<file path="src/rtl/pt_walker.sv">
module pt_walker #(
  parameter int VA_W   = 48,
  parameter int PA_W   = 52,
  parameter int OFF_W  = 12,
  parameter int IDX_W  = 9,
  parameter int LEVELS = 4,
  parameter int ENT_W  = 64
) (
  input  logic                         clk,
  input  logic                         rst_n,
  input  logic                         root_we,
  input  logic [PA_W-OFF_W-1:0]        root_frame,
  input  logic                         req_valid,
  output logic                         req_ready,
  input  logic [63:0]                  req_vaddr,
  output logic                         mem_req_valid,
  input  logic                         mem_req_ready,
  output logic [PA_W-1:0]              mem_req_addr,
  input  logic                         mem_rsp_valid,
  input  logic [ENT_W-1:0]             mem_rsp_data,
  output logic                         done,
  output logic                         fault,
  output logic [$clog2(LEVELS)-1:0]    fault_level,
  output logic [PA_W-1:0]              paddr
);
  localparam int FRM_W  = PA_W - OFF_W;
  localparam int LVL_W  = $clog2(LEVELS);
  localparam int ENT_SH = $clog2(ENT_W / 8);

  typedef enum logic [1:0] {S_IDLE, S_REQ, S_WAIT} state_t;

  state_t             st;
  logic [FRM_W-1:0]   root, base;
  logic [VA_W-1:0]    va;
  logic [LVL_W-1:0]   lvl;
  logic [IDX_W-1:0]   idx;
  logic [FRM_W-1:0]   nxt_frame;
  logic               last_lvl;

  assign idx       = va[OFF_W + IDX_W*(LEVELS-1-int'(lvl)) +: IDX_W];
  assign nxt_frame = mem_rsp_data[PA_W-1:OFF_W];
  assign last_lvl  = (lvl == LVL_W'(LEVELS-1));

  assign req_ready     = (st == S_IDLE);
  assign mem_req_valid = (st == S_REQ);
  assign mem_req_addr  = {base, OFF_W'({idx, {ENT_SH{1'b0}}})};

  wire unused_bits = ^{req_vaddr[63:VA_W], mem_rsp_data[ENT_W-1:PA_W], mem_rsp_data[OFF_W-1:1]};

  always_ff @(posedge clk or negedge rst_n) begin
    if (!rst_n) begin
      st          <= S_IDLE;
      root        <= '0;
      base        <= '0;
      va          <= '0;
      lvl         <= '0;
      done        <= 1'b0;
      fault       <= 1'b0;
      fault_level <= '0;
      paddr       <= '0;
    end else begin
      done  <= 1'b0;
      fault <= 1'b0;
      case (st)
        S_IDLE: begin
          if (root_we) root <= root_frame;
          if (req_valid) begin
            va   <= req_vaddr[VA_W-1:0];
            base <= root;
            lvl  <= '0;
            st   <= S_REQ;
          end
        end
        S_REQ: if (mem_req_ready) st <= S_WAIT;
        S_WAIT: begin
          if (mem_rsp_valid) begin
            if (!mem_rsp_data[0]) begin
              fault       <= 1'b1;
              fault_level <= lvl;
              st          <= S_IDLE;
            end else if (last_lvl) begin
              done  <= 1'b1;
              paddr <= {nxt_frame, va[OFF_W-1:0]};
              st    <= S_IDLE;
            end else begin
              base <= nxt_frame;
              lvl  <= lvl + 1'b1;
              st   <= S_REQ;
            end
          end
        end
        default: st <= S_IDLE;
      endcase
    end
  end
endmodule

</file>
<file path="config.mk">
export PLATFORM = sky130hd
export DESIGN_NAME = pt_walker
export DESIGN_NICKNAME = d
export VERILOG_FILES = /design/src/rtl/pt_walker.sv
export SDC_FILE = /design/constraint.sdc
export NUM_CORES = 1
export LEC_CHECK = 0
export ABC_AREA = 1
export CAP_MARGIN = 40
export CORE_MARGIN = 2
export CORE_UTILIZATION = 61
export DETAILED_ROUTE_END_ITERATION = 10
export DONT_BUFFER_PORTS = 1
export GPL_ROUTABILITY_DRIVEN = 1
export GPL_TIMING_DRIVEN = 0
export PLACE_DENSITY = 0.77
export SYNTH_ARGS = -nofsm -noshare
export SYNTH_HDL_FRONTEND = slang
export SYNTH_SLANG_ARGS = --single-unit
</file>
<file path="constraint.sdc">
create_clock -name clk -period 2.5 [get_ports clk]
set_clock_uncertainty 0.15 [all_clocks]
set_input_delay 0.25 -clock clk [delete_from_list [all_inputs] [get_ports clk]]
set_output_delay 0.25 -clock clk [all_outputs]
set_load 0.05 [all_outputs]
</file>
Yosys cells after proc, flatten, opt, wreduce, memory -nomap -nowiden --
Index checks and enable logic that the tools add are counted.
Word-level totals: register bits 188, input port bits 174, output and inout bits 110, word-level logic and storage cells 54
Cells by class: $add $sub $neg 3, multiply operators 1, equality and inequality tests 8, shifts and indexed selects 1, mux-type cells 23, bitwise gates (word level) 1, reduce and logical (&&, ||, !) cells 8
Operator list (number):
- two-way mux 40 bit | 4
- one-hot mux 40 bit (2 select lines) | 1
- variable part select 48 x 9 -> 9 bit | 1
- two-way mux 2 bit | 7
- adder 5 x 8 -> 9 bit, first input constant | 1
- two-way mux 1 bit | 9
- multiplier 5 x 3 -> 8 bit, first input constant | 1
- != test 2 bit, second input constant | 4
- one-hot mux 2 bit (3 select lines) | 1
- AND reduction 3 bit | 2
- AND reduction 5 bit | 1
- equality test 2 bit, second input constant | 2
- one-hot mux 2 bit (2 select lines) | 1
- AND reduction 2 bit | 2
- AND reduction 4 bit | 1
- subtractor 2 x 2 -> 3 bit, first input constant | 1
- adder 2 x 1 -> 2 bit, second input constant | 1
- equality test 2 x 1 -> 1 bit, second input constant | 1
- zero test 2 bit | 1
- != test 2 x 1 -> 1 bit, second input constant | 1
- nonzero test 2 bit | 1
- NOT 1 bit | 1

Logic depth before layout (Yosys ltp) --
depth after elaboration 5, gate-level depth with buffers 13

Worst setup path before layout --
No wires, ideal clock.
kind register to output, start register lvl[1], end output port mem_req_addr[3], arrival time 2.244 ns, slack -0.144 ns, cell stages (with the launch flop) 13, buffers on the path 3, cell sequence dfrtp_1 > buf_2 > inv_2 > clkbuf_1 > ha_1 > inv_1 > buf_2 > nand2_1 > nor2_1 > nand3_1 > nand2_1 > inv_1 > nand2_1
On the way: longest elaborated chain between the ends 4
Ends and longest elaborated chain:
- start, declared | RTL line 35 | logic [LVL_W-1:0] lvl;
- start signal, assigned | RTL line 87 | lvl <= lvl + 1'b1;
- subtractor 2 x 2 -> 3 bit | RTL line 40 | assign idx = va[OFF_W + IDX_W*(LEVELS-1-int'(lvl)) +: IDX_W];
- multiplier 5 x 3 -> 8 bit | RTL line 40
- adder 5 x 8 -> 9 bit | RTL line 40
- variable part select 48 x 9 -> 9 bit | RTL line 40
- end, declared | RTL line 18 | output logic [PA_W-1:0] mem_req_addr,
Every way passes these cells.

Worst setup path in the final report --
start register lvl[1], end output port mem_req_addr[5]
The elaborated chain is that of the path after synthesis.

==> key figures <==
Outcome
  – Status: finished, violations left
  – Failing checks: negative hold slack, negative setup slack

STA
  – Worst Max-Slew Pin Slew: 0.584 ns
  – Hold WS: -0.646 ns
  – Slew margin rel.: approximately 61%
  – Crit share post-route: 105%
  – Fin crit period: between 2 and 3 ns
  – Final Hold Fails: 188
  – Maximum clock frequency: between 0.3 and 0.4 GHz
  – RSZ-0062 raised after global routing: true
  – Final WS setup: -0.122 ns
  – Pins Over Slew Limit: 0
  – Setup violations, final: 9

Global route
  – Largest net degree at the start of global routing: roughly 190
  – First-pass GRT wire length: 43100 µm
  – Total grt overflow: 0
  – Vias in the first global route: around 7800
  – Gr usage total: 38.8%
  – Initial antenna violation count: 0

Hold path
  – HP Class: in2async

Routing
  – Drt wl/cell: 23.3 µm
  – Drt first pass iters: 7
  – Final wirelength: roughly 28000 µm
  – Detailed-routing wirelength on met1: 10300 µm
  – Met3 wire length: roughly 2500 µm
  – Via/cell ratio: between 6 and 7
  – Remaining antenna violation count: 0
  – DRC viols: 0
  – Met2 Wirelength: 14200 µm
  – DRT iter0 DRCs: roughly 650
  – Via count: between 7000 and 8000
  – Highest metal used: met4

Setup path
  – Req. time, crit path: 2.10 ns
  – Worst R2R End: base[7]
  – RR Startpoint: st[1]
  – Crit path DAT: ~2.2 ns
  – Worst-case reg-to-reg path depth: 6
  – Crit path from: lvl[1]
  – Critical path capture point type: primary output
  – Critical Path Source Type: flop
  – R2r setup slk: between 0.2 and 0.25 ns
  – Crit path max fanout: 7
  – Critical path class: reg2out

Synthesis
  – Gate Count Post-Synth: approximately 850
  – YS warnings: 0
  – Sequential area share after synthesis: 55.0%
  – Syn Area/Cell: ~10 µm²
  – Netlist Area Pre-Place: around 8600 µm²
  – Yosys top cell by area: dfrtp_1
  – Top cell type's share of synthesized area: 55.0%
  – Netlist cell types: 30
  – Dominant cells by area after synthesis: dfrtp_1 55%, mux2_2 12%, nand2_1 9.6%, mux2_1 4.3%, nand3_1 3.6%
  – Flops & latches, synth: approximately 190

Pwr
  – PwrDens: ~1400 nW/µm²
  – Total power: ~16 mW
  – Max IR drop VDD: 0.999 mV
  – Leakage Power: approximately 5.2 nW

Clock tree
  – Clk sinks: roughly 190
  – CTS Buf Count: 17
  – Clock root cell: clkbuf_16
  – Clock transition at the registers of the reported paths: 0.07 ns
  – Hold buffer count at CTS: 132
  – CTS HTree Levels: 4
  – Clock tree from TritonCTS: yes
  – Max clock buf depth: 2
  – Worst skew pair latency: 0.45 ns

Placement
  – IO Port Bufs: 0
  – Post-DP HPWL: around 17000 µm
  – Gpl congestion: roughly 1
  – Placement-stage cell area: 8820 µm²
  – Placed cells: 1036

Finish
  – Utilization after layout: 80.7%
  – Layout area overhead: 29.8%
  – Layout cells sized above 1: between 20 and 25%
  – Final-stage net count: 1200
  – Design Area, Final: 11100 µm²
  – Finished Layout Cells: ~1200

Die
  – Site row count: 43
  – Std-Cell Core Area: around 14000 µm²
  – Die height: around 120 µm
  – IO Pins: between 200 and 300
  – Die area: 15000 µm²
  – Die X: around 120 µm
  – Initial Utilization: between 60% and 70%

Flow run
  – Max cap viols: 0
Yosys cell counts:
cell type	count
mux2_2	93
nand3b_1	1
buf_2	29
clkinv_1	1
nand4_1	1
buf_4	8
nand2_2	2
a21oi_1	26
or2_2	1
a31oi_1	39
buf_6	4
nor2_2	1
dfrtp_1	188
ha_1	3
inv_1	21
o31ai_1	1
o211ai_1	2
and3_1	1
nor2_1	64
mux2i_1	1
nand2_1	220
o221ai_1	2
nand3_1	62
conb_1	1
nor3_1	2
clkbuf_1	14
mux2_1	33
o21ai_0	27
inv_2	4
o21ai_1	1
layout by cell type, fill, tap and decap left out, types with 2 or more instances in the layout:
cell type / instances
nor2_4: 3
mux2_1: 33
clkinvlp_4: 2
nor3_1: 2
ha_1: 2
buf_4: 24
buf_2: 20
o211ai_1: 2
dfrtp_1: 188
mux2_2: 93
clkbuf_8: 2
o221ai_1: 2
dlygate4sd3_1: 132
clkbuf_1: 9
nor2_1: 61
inv_8: 4
nand3_2: 5
inv_6: 3
a31oi_1: 39
clkbuf_16: 18
inv_2: 4
nand3_1: 57
o21ai_0: 25
nand2_4: 10
o21ai_1: 2
a21oi_2: 2
clkbuf_4: 3
clkinv_4: 2
nand2_2: 4
buf_8: 2
clkbuf_2: 3
inv_1: 19
clkinv_8: 2
nand2_1: 208
conb_1: 3
a21oi_1: 24
buf_6: 9
critical path: stages, from the launching register on:
cell       delay, ns
dfrtp_1         0.37
buf_6           0.14
inv_8           0.04
clkbuf_16       0.14
ha_4            0.28
inv_2           0.04
buf_6           0.13
buf_4           0.14
nand3_1         0.10
nand3_1         0.17
nand2_4         0.22
kinds of logic after synthesis:
group                    synth area share [%]
other                                  0.0438
AND/OR/NAND/NOR                          16.7
adder cells (fa/ha/maj)                 0.439
buffers and inverters                    4.68
multiplexers                             16.7
AO/OA/AOI/OAI                            6.47
flip-flops                               55.0
where the power goes:
| group | switching, mW | leakage (nW) | internal, mW |
|---|---|---|---|
| sequential | 2.26 | 2.30 | 4.15 |
| combinational | 4.21 | 2.63 | 2.43 |
| clock | 1.30 | 0.290 | 1.47 |
| total | 7.77 | 5.22 | 8.05 |
metal layers:
layer	vias to the layer above	global-route usage [%]
met5	-	0
met4	0	20.3
met3	118	10.6
met2	489	64.5
met1	3717	46.1
li1	3208	-
area by class of cell:
type	count	area, µm²
Antenna cell	1	2.50
Buffer	55	384
Clock buffer	19	453
Clock inverter	13	149
Fill cell	799	2660
Inverter	26	113
Multi-Input combinational cell	586	3620
Sequential cell	188	4700
Tap cell	180	225
Timing Repair Buffer	149	1470
state kept, by name, indices dropped and copies added (netlist names):
name	cells
done	1
fault_level	2
base	40
paddr	52
fault	1
lvl	2
root	40
st	2
va	48
stage by stage:
| stage | worst slack, ns | setup TNS, ns |
|---|---|---|
| 2_1_floorplan | -0.0240 | -0.0240 |
| 3_3_place_gp | -0.768 | -5.76 |
| 3_5_place_dp | -0.713 | -5.25 |
| 4_1_cts | -0.0732 | -0.233 |
| 5_1_grt | -0.145 | -0.929 |
| 6_report | -0.122 | -0.492 |
timing repair:
action                     CTS  global route
buffers inserted            15             1
gates resized for setup     49            21
hold endpoints to repair   362           188
pin swaps                   10            14
setup endpoints to repair    9            13
worst max-delay path by stage:
stage	endpoint	slack, ns	depth (start not counted)
finish	mem_req_addr[5]	-0.12	10
global route	mem_req_addr[4]	-0.15	11
floorplan	mem_req_addr[3]	-0.02	12
global placement	mem_req_addr[3]	-0.77	12
CTS	mem_req_addr[4]	-0.07	11
detailed placement	mem_req_addr[3]	-0.71	12
(Power assumes the default switching activity.)
